--- config.mk ---
export PLATFORM = sky130hd
export DESIGN_NAME = icc_corrector
export DESIGN_NICKNAME = d
export VERILOG_FILES = /design/src/rtl/icc_corrector.sv
export SDC_FILE = /design/constraint.sdc
export NUM_CORES = 1
export LEC_CHECK = 0
export CORE_MARGIN = 1.5
export CORE_UTILIZATION = 59
export CTS_CLUSTER_DIAMETER = 50
export DETAILED_ROUTE_END_ITERATION = 16
export DONT_BUFFER_PORTS = 1
export GPL_TIMING_DRIVEN = 0
export PLACE_DENSITY = 0.78
export SYNTH_ARGS = -nofsm -noshare
export SYNTH_HDL_FRONTEND = slang
export SYNTH_SLANG_ARGS = --single-unit
export TNS_END_PERCENT = 10
--- constraint.sdc ---
create_clock -name clk -period 5.56 [get_ports clk]
set_clock_uncertainty 0.2 [all_clocks]
set_input_delay 0.556 -clock clk [delete_from_list [all_inputs] [get_ports clk]]
set_output_delay 0.556 -clock clk [all_outputs]
set_load 0.02 [all_outputs]
--- src/rtl/icc_corrector.sv ---
module icc_corrector #(
  parameter int NODES      = 5,
  parameter int FAULTS     = 1,
  parameter int TW         = 32,
  parameter int WIN_CYC    = 16,
  parameter int SETTLE_CYC = 48,
  parameter int PERIOD_CYC = 200,
  parameter int SELF_ID    = 2,
  parameter int THRESH     = 40,
  parameter int IDW        = (NODES > 1) ? $clog2(NODES) : 1
) (
  input  logic           clk,
  input  logic           rst_n,
  input  logic           rx_valid,
  input  logic [IDW-1:0] rx_src,
  input  logic [TW-1:0]  rx_stamp,
  output logic [TW-1:0]  local_time,
  output logic           corr_done
);
  localparam int SUMW     = TW + $clog2(NODES) + 1;
  localparam int WINS_END = NODES * WIN_CYC;
  localparam int APPLY_AT = WINS_END + SETTLE_CYC - 1;
  localparam int PCW      = $clog2(PERIOD_CYC);
  localparam int WCW      = (WIN_CYC > 1) ? $clog2(WIN_CYC) : 1;
  localparam bit POW2     = (NODES & (NODES - 1)) == 0;
  localparam int SH       = $clog2(NODES);
  localparam int DIV_LAT  = POW2 ? 1 : SUMW + 1;

  initial begin
    p_cfg_r8: assert (NODES > 3 * FAULTS && WINS_END + SETTLE_CYC < PERIOD_CYC
                      && SETTLE_CYC >= DIV_LAT + 1 && SELF_ID < NODES)
      else $error("icc_corrector: parameter set breaks the round schedule");
  end

  logic [PCW-1:0] pc;
  logic [IDW-1:0] win;
  logic [WCW-1:0] wcnt;
  logic           in_wins, apply, load;

  assign in_wins = pc < PCW'(WINS_END);
  assign apply   = pc == PCW'(APPLY_AT);
  assign load    = pc == PCW'(WINS_END);

  always_ff @(posedge clk or negedge rst_n) begin
    if (!rst_n) begin
      pc   <= '0;
      win  <= '0;
      wcnt <= '0;
    end else if (pc == PCW'(PERIOD_CYC - 1)) begin
      pc   <= '0;
      win  <= '0;
      wcnt <= '0;
    end else begin
      pc <= pc + 1'b1;
      if (in_wins) begin
        if (wcnt == WCW'(WIN_CYC - 1)) begin
          wcnt <= '0;
          win  <= win + 1'b1;
        end else begin
          wcnt <= wcnt + 1'b1;
        end
      end
    end
  end

  logic signed [TW-1:0] raw;
  logic [TW-1:0]        raw_mag;
  logic                 take;

  assign raw     = signed'(rx_stamp - local_time);
  assign raw_mag = raw[TW-1] ? TW'(-raw) : TW'(raw);
  assign take    = rx_valid && in_wins && rx_src == win && win != IDW'(SELF_ID);

  logic signed [TW-1:0] skew [NODES];
  logic [NODES-1:0]     heard;

  for (genvar i = 0; i < NODES; i++) begin : g_slot
    always_ff @(posedge clk or negedge rst_n) begin
      if (!rst_n) begin
        skew[i]  <= '0;
        heard[i] <= 1'b0;
      end else if (apply) begin
        skew[i]  <= '0;
        heard[i] <= 1'b0;
      end else if (take && win == IDW'(i) && !heard[i]) begin
        skew[i]  <= (raw_mag > TW'(THRESH)) ? '0 : raw;
        heard[i] <= 1'b1;
      end
    end

    p_skew_band_r5: assert property (@(posedge clk) disable iff (!rst_n)
      skew[i] <= THRESH && skew[i] >= -THRESH);
  end

  p_own_zero_r6: assert property (@(posedge clk) disable iff (!rst_n)
    skew[SELF_ID] == '0);

  logic signed [SUMW-1:0] sum_c;
  always_comb begin
    sum_c = '0;
    for (int i = 0; i < NODES; i++) sum_c = sum_c + SUMW'(skew[i]);
  end

  logic [SUMW-1:0] sum_mag, dq;
  logic            dneg, busy;
  assign sum_mag = sum_c[SUMW-1] ? SUMW'(-sum_c) : SUMW'(sum_c);

  if (POW2) begin : g_shift
    assign busy = 1'b0;
    always_ff @(posedge clk or negedge rst_n) begin
      if (!rst_n) begin
        dq   <= '0;
        dneg <= 1'b0;
      end else if (load) begin
        dq   <= sum_mag >> SH;
        dneg <= sum_c[SUMW-1];
      end
    end
  end else begin : g_serial
    localparam int CW = $clog2(SUMW + 1);
    logic [SUMW-1:0] dr, r_sh;
    logic [CW-1:0]   dcnt;
    logic            run;
    assign r_sh = {dr[SUMW-2:0], dq[SUMW-1]};
    assign busy = run;
    always_ff @(posedge clk or negedge rst_n) begin
      if (!rst_n) begin
        dq   <= '0;
        dr   <= '0;
        dcnt <= '0;
        run  <= 1'b0;
        dneg <= 1'b0;
      end else if (load) begin
        dq   <= sum_mag;
        dr   <= '0;
        dcnt <= CW'(SUMW);
        run  <= 1'b1;
        dneg <= sum_c[SUMW-1];
      end else if (run) begin
        if (r_sh >= SUMW'(NODES)) begin
          dr <= r_sh - SUMW'(NODES);
          dq <= {dq[SUMW-2:0], 1'b1};
        end else begin
          dr <= r_sh;
          dq <= {dq[SUMW-2:0], 1'b0};
        end
        dcnt <= dcnt - 1'b1;
        if (dcnt == CW'(1)) run <= 1'b0;
      end
    end
  end

  logic [TW-1:0] corr;
  assign corr = dneg ? TW'(-dq) : TW'(dq);

  p_div_idle_r7: assert property (@(posedge clk) disable iff (!rst_n)
    apply |-> !busy);

  always_ff @(posedge clk or negedge rst_n) begin
    if (!rst_n) begin
      local_time <= '0;
      corr_done  <= 1'b0;
    end else begin
      local_time <= local_time + TW'(1) + (apply ? corr : '0);
      corr_done  <= apply;
    end
  end

  p_tick_r2: assert property (@(posedge clk) disable iff (!rst_n)
    !apply |=> local_time == $past(local_time) + TW'(1));
  p_pulse_r8: assert property (@(posedge clk) disable iff (!rst_n)
    corr_done |=> !corr_done);
  p_pulse_place_r8: assert property (@(posedge clk) disable iff (!rst_n)
    corr_done |-> pc == PCW'(APPLY_AT + 1));
  p_clear_r9: assert property (@(posedge clk) disable iff (!rst_n)
    apply |=> heard == '0);
endmodule

; ---- Word-level counts from Yosys, hierarchy flattened
; Index checks and enable logic that the tools add are counted.
[word_totals]
reg_bits = 292
in_bits = 38
out_inout_bits = 33
wordCells = 120
[classes]
addsub = 15
n_lt_le_gt_ge = 3
n_eq_ne = 11
n_mux = 43
n_reduce_logical = 28
[op_table]
columns = cell, count
row1 = $mux 32, 14
row2 = $mux 36, 3
row3 = $mux 35, 3
row4 = $neg 32->32, 2
row5 = $add 35x32->36, 1
row6 = $ge 36x3->1 const B, 1
row7 = $neg 36->36, 1
row8 = $add 34x32->35, 1
row9 = $sub 35x3->35 const B, 1
row10 = $add 33x32->34, 1
row11 = $add 32x32->33, 1
row12 = $add 32x1->32 const B, 1
row13 = $add 32x32->32, 1
row14 = $gt 32x6->1 const B, 1
row15 = $sub 32x32->32, 1
row16 = $eq 8x7->1 const B, 2
row17 = $reduce_bool 2->1, 8
row18 = $mux 1, 14
row19 = $logic_and 1x1->1, 13
row20 = $mux 4, 3
row21 = $mux 6, 2
row22 = $mux 3, 3
row23 = $add 8x1->8 const B, 1
row24 = $eq 8x8->1 const B, 1
row25 = other kinds (15), 20

; ---- Depth between registers and ports, before layout
; Gate-level depths: netlist of run 1.
[logic_depth]
depth_word = 8
depth_mapped = 24
mapped_depth_nobuf = 23

; ---- Worst setup path before layout of run 1
; OpenSTA, ideal clock, no wires.
[synth_timing]
path_type = register to register
startpoint = reg skew[1] in the netlist's numbering
endpoint = reg dq[35]
setup_time_ns = 0.083
arrival_ns = 5.547
required_time_ns = 5.277
path_slack_ns = -0.269
stages_incl_launch_ff = 20
n_path_buf = 0
synth_period_minus_slack_ns = 5.829
path_cell_list = dfrtp_1 -> inv_1 -> fa_1 -> fa_1 -> inv_1 -> fa_1 -> ha_1 -> fa_1 -> a211oi_1 -> o21ai_0 -> nand2_1 -> xnor2_1 -> or3_1 -> nand3b_1 -> nor4b_1 -> nand2_1 -> nor4_1 -> nand4_1 -> or4_1 -> o21ai_0
[synth_between]
elab_chain_len = 4
[synth_rtl]
columns = element, line_no
row1 = from (decl), 74  ; logic signed [TW-1:0] skew [NODES];
row2 = "from (signal, indexed assignment)", 86  ; skew[i] <= (raw_mag > TW'(THRESH)) ? '0 : raw;
row3 = $add 35x32->36 *, 101  ; for (int i = 0; i < NODES; i++) sum_c = sum_c + SUMW'(skew[i]);
row4 = $neg 36->36, 106  ; assign sum_mag = sum_c[SUMW-1] ? SUMW'(-sum_c) : SUMW'(sum_c);
row5 = $mux 36 *, 106
row6 = $mux 36 *, 133  ; end else if (load) begin
row7 = to (signal assigned), 134  ; dq <= sum_mag;
row8 = to (signal assigned), 142  ; dq <= {dq[SUMW-2:0], 1'b1};
row9 = to (signal assigned), 145  ; dq <= {dq[SUMW-2:0], 1'b0};
row10 = to (decl), 104  ; logic [SUMW-1:0] sum_mag, dq;
; Every way passes the cells marked *; elsewhere a longest branch is shown, timed or not.
; A chain may end at the register's enable or synchronous reset.

; ---- Final worst setup path of run 1
[layout_timing]
startpoint = reg skew[1] in the netlist's numbering
endpoint = reg dq[33]
; Same word-level chain as after synthesis.

==> results.cfg, run 1 <==
[run_status]
status = finished with violations
violations = hold timing, capacitance limit, slew limit, setup timing

[logic_synthesis]
synthArstFlopShare_pct = 100
ys_seq_area_share_pct = 32.8
syn_avg_cell_area_sq_um = 8.41
synth_cell_types = 83
synth-edff-count = 0
netlist_area_sq_mm = 0.0222
synth_fp_nets = 2893
syn-instance-count = 2642
synthFlopType = dfrtp_1
synth_top_cells_by_area = dfrtp_1 (33%), fa_1 (9.0%), ha_1 (6.4%)
yosysTopAreaCellShare_pct = 32.8
yosysWarnings = 0
yosys.area.top_type = dfrtp_1
ys_ff_latch = 291

[pwr]
totalPowerFinal_mw = 5.09
irDropWorstVdd_v = 0.000258
p_leak_nw = 12.3
p_per_area_mw_per_mm2 = 200

[route]
wl_per_cell_um = 18.9
wl_met3_mm = 4.42
drt-pass1-iter-count = 6
antenna_left = 0
route.met2.wl_mm = 29.4
via_count = 19300
routed_via_density = 5.91
drc_errors = 0
routedLengthMet1_mm = 25.8
drt_wl_total_mm = 61.6
detail_route.iter0.violations = 1640
highest_layer = met4

[clocking]
cts_buffers = 39
clkLatencyLatePin_ps = 570
cts_tree = built
root_buffer = clkbuf_16
cts_max_level = 2
path_clk_slew_ps = 60
cts_sinks = 291
clockBufferDepth = 3

[floorplan]
num_rows = 70
die_w_um = 197
die_y_um = 197
coreArea_sq_mm = 0.0369
dieArea_sq_mm = 0.0389
initial_core_util_pct = 60.3
ios = 71

[critical_path]
crit_required_ps = 5770
rr_endpoint = dq[33]$_DFFE_PN0P_
max_stage_delay_ps = 490
crit_chain = inv_2 > fa_1 > fa_1 > inv_1 > fa_1 > ha_4 > fa_2 > a211oi_4 > o21ai_2 > nand4_1 > nand2_4 > a311oi_4 > o21bai_1 > xnor2_2 > nand3_2 > nor4_4 > buf_4 > a31oi_1 > xor2_1 > nand2_1 > o21ai_0
crit_top_cell = fa_1
path_delay_family = adder cells
endpoint = dq[33]$_DFFE_PN0P_
cp.depth = 21
r2r_start = skew[1]$_DFFE_PN0P_
end_kind = flip-flop
cp_max_fo = 5
cp-start-kind = flip-flop
rrSetupSlack_ps = -190
critPathBufInv = 3
cp_slowest_cell = fa_1
critPathArrivalTime_ps = 5960
r2r_cells = 21
criticalPathCategory = flip-flop to flip-flop
startpoint = skew[1]$_DFFE_PN0P_

[placed_design]
dp.cells = 3146
placed_area_sq_mm = 0.0229
numPortBuffers = 0
post-place-ws_ps = -1180
place_congestion = 0.963
dp_hpwl_mm = 44.4

[finish]
fin_cells = 3260
fillers = 2811
synthToLayoutAreaGrowth_pct = 14.5
stdcell_area_sq_mm = 0.0255
multi_input_area_sq_mm = 0.0141
layout.nets = 2978
regArea_sq_mm = 0.00729
drive_gt1_share_pct = 10.4

[timing]
rsz0062_at_grt = true
relSlewSlack_pct = -5.37
slew_viol_final = 3
setup_tns_ps = -2100
fin_crit_ps = 5750
post-route-period-util_pct = 103
tightest_slew_ps = 1540
max_freq_mhz = 174
hold_viol = 291
whs_ps = -520
fin_ws_ps = -194
setup_viol = 58

[min_path]
hold_class = input pin to asynchronous set/reset pin

[grt]
antenna_found_initial = 1
grt_pass1_wl_mm = 97.2
grt_pass1_vias = 19100
overflow = 0
grt_max_degree = 292
track_usage_pct = 31.3

[run]
drv_cap = 1
cell usage after synthesis, drive strengths merged, types with 48 or more instances:
| library cell | count |
|---|---|
| inv | 357 |
| nand2 | 350 |
| dfrtp | 291 |
| nor2 | 243 |
| o21ai | 177 |
| ha | 113 |
| a21oi | 112 |
| xnor2 | 111 |
| fa | 100 |
| xor2 | 80 |
| clkbuf | 79 |
| a211oi | 59 |
| nor3 | 48 |
sequential cells by signal (all words and copies together) (netlist names):
| register | flops |
|---|---|
| skew | 160 |
| dq | 36 |
| g_serial.dr | 35 |
| local_time | 32 |
| pc | 8 |
| g_serial.dcnt | 6 |
| heard | 4 |
| wcnt | 4 |
| win | 3 |
| busy | 1 |
| corr_done | 1 |
| dneg | 1 |
logic make-up after synthesis:
kind of cell,count (synthesis),share of synthesized area (%)
buffers and inverters,458,7.82
flip-flops,291,32.8
adder cells (fa/ha/maj),213,15.4
AO/OA/AOI/OAI,549,15.9
multiplexers,44,1.99
XOR/XNOR,191,7.59
AND/OR/NAND/NOR,896,18.6
per-stage QoR:
stage,utilization [%],hold WS [ps]
detailed placement,62.0,66.7
global route,69.0,-539
global placement,62.0,66.1
CTS,67.2,-535
finish,69.0,-520
floorplan,-,60.4
timing repair:
item	in CTS	in global routing
endpoints found under the setup margin	156	168
cloned	0	3
hold endpoints to repair	291	291
pin swaps	29	34
gates resized for setup	77	123
buffers inserted	27	22
worst register-to-register path, stage by stage (launching register included):
cell and delay (ps):
dfrtp_1 350, inv_2 40, fa_1 480, fa_1 490, inv_1 50, fa_1 490
ha_4 200, fa_2 420, a211oi_4 310, o21ai_2 170, nand4_1 200, nand2_4 120
a311oi_4 360, o21bai_1 160, xnor2_2 360, nand3_2 230, nor4_4 290, buf_4 190
a31oi_1 90, xor2_1 180, nand2_1 110, o21ai_0 100
cell usage in the layout (no fill, tap or decap), drive strengths merged, types with 42 or more instances in the layout:
cell type / synthesis / layout
a211oi: 59 / 59
a21o: 43 / 43
a21oi: 112 / 112
buf: 22 / 71
clkbuf: 79 / 123
dfrtp: 291 / 291
fa: 100 / 100
ha: 113 / 113
inv: 357 / 362
mux2i: 42 / 42
nand2: 350 / 350
nand3: 42 / 42
nor2: 243 / 243
nor3: 48 / 48
o21ai: 177 / 177
xnor2: 111 / 111
xor2: 80 / 80
where the power goes:
part / internal (mW) / switching, mW
logic: 0.125 / 0.245
clock network: 1.59 / 1.00
registers: 2.12 / 0.000550
worst min path at each step:
stage / to / slack [ps] / cells after the start
2_1_floorplan: busy$_DFF_PN0_ / 60 / 0
3_3_place_gp: local_time[21]$_DFF_PN0_ / 70 / 0
3_5_place_dp: local_time[20]$_DFF_PN0_ / 70 / 0
4_1_cts: local_time[20]$_DFF_PN0_ / -530 / 0
5_1_grt: local_time[21]$_DFF_PN0_ / -540 / 0
6_report: local_time[20]$_DFF_PN0_ / -520 / 0
cell type report:
class	count	area share, %
Multi-Input combinational cell	1894	55.3
Sequential cell	291	28.6
Inverter	357	5.26
Clock buffer	50	4.16
Tap cell	504	2.48
Buffer	96	1.66
Timing Repair Buffer	48	1.43
Clock inverter	19	1.06
Antenna cell	1	0.00983
per-layer routing:
| metal | vias up | GRT usage, % |
|---|---|---|
| met5 | - | 0 |
| met2 | 693 | 52.4 |
| li1 | 9005 | - |
| met3 | 153 | 4.93 |
| met4 | 0 | 10.3 |
| met1 | 9427 | 41.5 |
Power figures use the tool's default switching activity.
==> run 2, diff against run 1 <==
--- a/config.mk
+++ b/config.mk
@@ -6,12 +6,12 @@
 export NUM_CORES = 1
 export LEC_CHECK = 0
 export CORE_MARGIN = 1.5
-export CORE_UTILIZATION = 59
+export CORE_UTILIZATION = 65
 export CTS_CLUSTER_DIAMETER = 50
 export DETAILED_ROUTE_END_ITERATION = 16
 export DONT_BUFFER_PORTS = 1
 export GPL_TIMING_DRIVEN = 0
-export PLACE_DENSITY = 0.78
+export PLACE_DENSITY = 0.81
 export SYNTH_ARGS = -nofsm -noshare
 export SYNTH_HDL_FRONTEND = slang
 export SYNTH_SLANG_ARGS = --single-unit
==> constraint.sdc (replaced) <==
create_clock -name clk -period 7.45 [get_ports clk]
set_clock_uncertainty 0.2 [all_clocks]
set_input_delay 0.745 -clock clk [delete_from_list [all_inputs] [get_ports clk]]
set_output_delay 0.745 -clock clk [all_outputs]
set_load 0.02 [all_outputs]
==> results.cfg, run 2 (synthesis gave the netlist of run 1 again) <==
[min_path]
hold_class = input pin to asynchronous set/reset pin

[critical_path]
cp_slowest_cell = nor4b_1
critPathArrivalTime_ps = 7390
r2r_start = skew[1]$_DFFE_PN0P_
critPathBufInv = 2
cp_max_fo = 5
r2r_cells = 19
crit_chain = inv_1 > fa_1 > fa_1 > inv_1 > fa_1 > ha_1 > fa_1 > a211oi_1 > o21ai_0 > a31o_2 > a21oi_1 > xor2_1 > nand3b_1 > nor4b_1 > nand2_1 > nor4_1 > nand4_1 > or4_1 > o21ai_0
end_kind = flip-flop
crit_required_ps = 7710
crit_top_cell = fa_1
startpoint = skew[1]$_DFFE_PN0P_
cp-start-kind = flip-flop
cp.depth = 19
path_delay_family = simple AND/OR/NAND/NOR gates
criticalPathCategory = flip-flop to flip-flop
max_stage_delay_ps = 970

[finish]
fillers = 2535
drive_gt1_share_pct = 4.09
largest_register = skew
final_common_cell = inv_1
layout.nets = 2934
largest_reg_flops = 160
top_regs = skew: 160 flops, dq: 36 flops, g_serial.dr: 35 flops
mostFrequentLayoutCells = inv_1 (357), nand2_1 (350), dfrtp_1 (291)
synthToLayoutAreaGrowth_pct = 8.68

[timing]
fin_crit_ps = 7130
whs_ps = -318
rsz0062_at_grt = false
max_freq_mhz = 140
setup_tns_ps = 0
tightest_slew_ps = 1150
slew_viol_final = 0
relSlewSlack_pct = 22.5
setup_viol = 0
post-route-period-util_pct = 95.7
hold_viol = 291
fin_ws_ps = 322

[grt]
track_usage_pct = 34.3
grt_pass1_wl_mm = 97.5
grt_pass1_vias = 18800
antenna_found_initial = 1
grt_max_degree = 292
overflow = 0

[route]
antenna_left = 0
via_count = 19200
wl_per_cell_um = 19.0
drc_errors = 0
drt_wl_total_mm = 60.0
drt-pass1-iter-count = 6
detail_route.iter0.violations = 1552
routed_via_density = 6.06

[floorplan]
die_w_um = 188
coreArea_sq_mm = 0.0336
die_y_um = 188
num_rows = 67
dieArea_sq_mm = 0.0353
initial_core_util_pct = 66.1
ios = 71

[clocking]
post_cts_buffers = 0
cts_max_level = 2
cts_sinks = 291
cts_tree = built
root_buffer = clkbuf_16
clkLatencyLatePin_ps = 560
cts_resized = 0
path_clk_slew_ps = 60
clockBufferDepth = 3
cts_buffers = 39

[pwr]
p_per_area_mw_per_mm2 = 158
p_leak_nw = 11.9
irDropWorstVdd_v = 0.000199

[run_status]
violations = hold timing
status = finished with violations

[placed_design]
place_congestion = 0.971
numPortBuffers = 0
dp_hpwl_mm = 44.9
post-place-ws_ps = 503

[run]
drv_cap = 0
-- run 2: area by class of cell --
class / count / area, sq um / share of cell area [%]
clock inverters: 15 / 210 / 0.870
flip-flops and latches: 291 / 7280 / 30.1
multi-input cells: 1893 / 13200 / 54.7
well taps: 448 / 561 / 2.32
clock buffers: 56 / 1150 / 4.77
plain buffers: 101 / 399 / 1.65
diodes: 1 / 2.50 / 0.0104
inverters: 357 / 1340 / 5.55
-- run 2: stage by stage --
stage               total power, mW  hold slack, ps  instances  area, sq um  util [%]
floorplan                      1.79             239       2642        22200         -
global placement               1.86             252       3090        22800      67.8
detailed placement             1.86             256       3090        22800      67.8
CTS                            3.82            -340       3161        24200      71.9
global route                   3.91            -327       3162        24200      71.9
finish                         3.81            -318       3162        24200      71.9
-- run 2: report_power, final --
group	switching (mW)	internal [mW]	leakage (nW)	total, mW
logic	0.181	0.0849	7.22	0.266
clock network	0.756	1.20	0.670	1.96
registers	0.000413	1.58	4.01	1.58
-- run 2: per-layer routing --
layer  part of all wire [%]  global-route usage (%)
met2                     47                    55.9
met3                    6.7                    4.72
met1                     43                    46.7
met4                    3.6                    13.4
met5                      0                       0
-- run 2: worst paths after layout --
kind / to / slack [ps]
worst max-delay path: dq[35]$_DFFE_PN0P_ / 320
worst min-delay path: local_time[22]$_DFF_PN0_ / -320
worst max register to register: dq[35]$_DFFE_PN0P_ / 320
worst min register to register: skew[126]$_DFFE_PN0P_ / 270
max in group asynchronous: skew[67]$_DFFE_PN0P_ / 6420
min in group clk: skew[126]$_DFFE_PN0P_ / 270
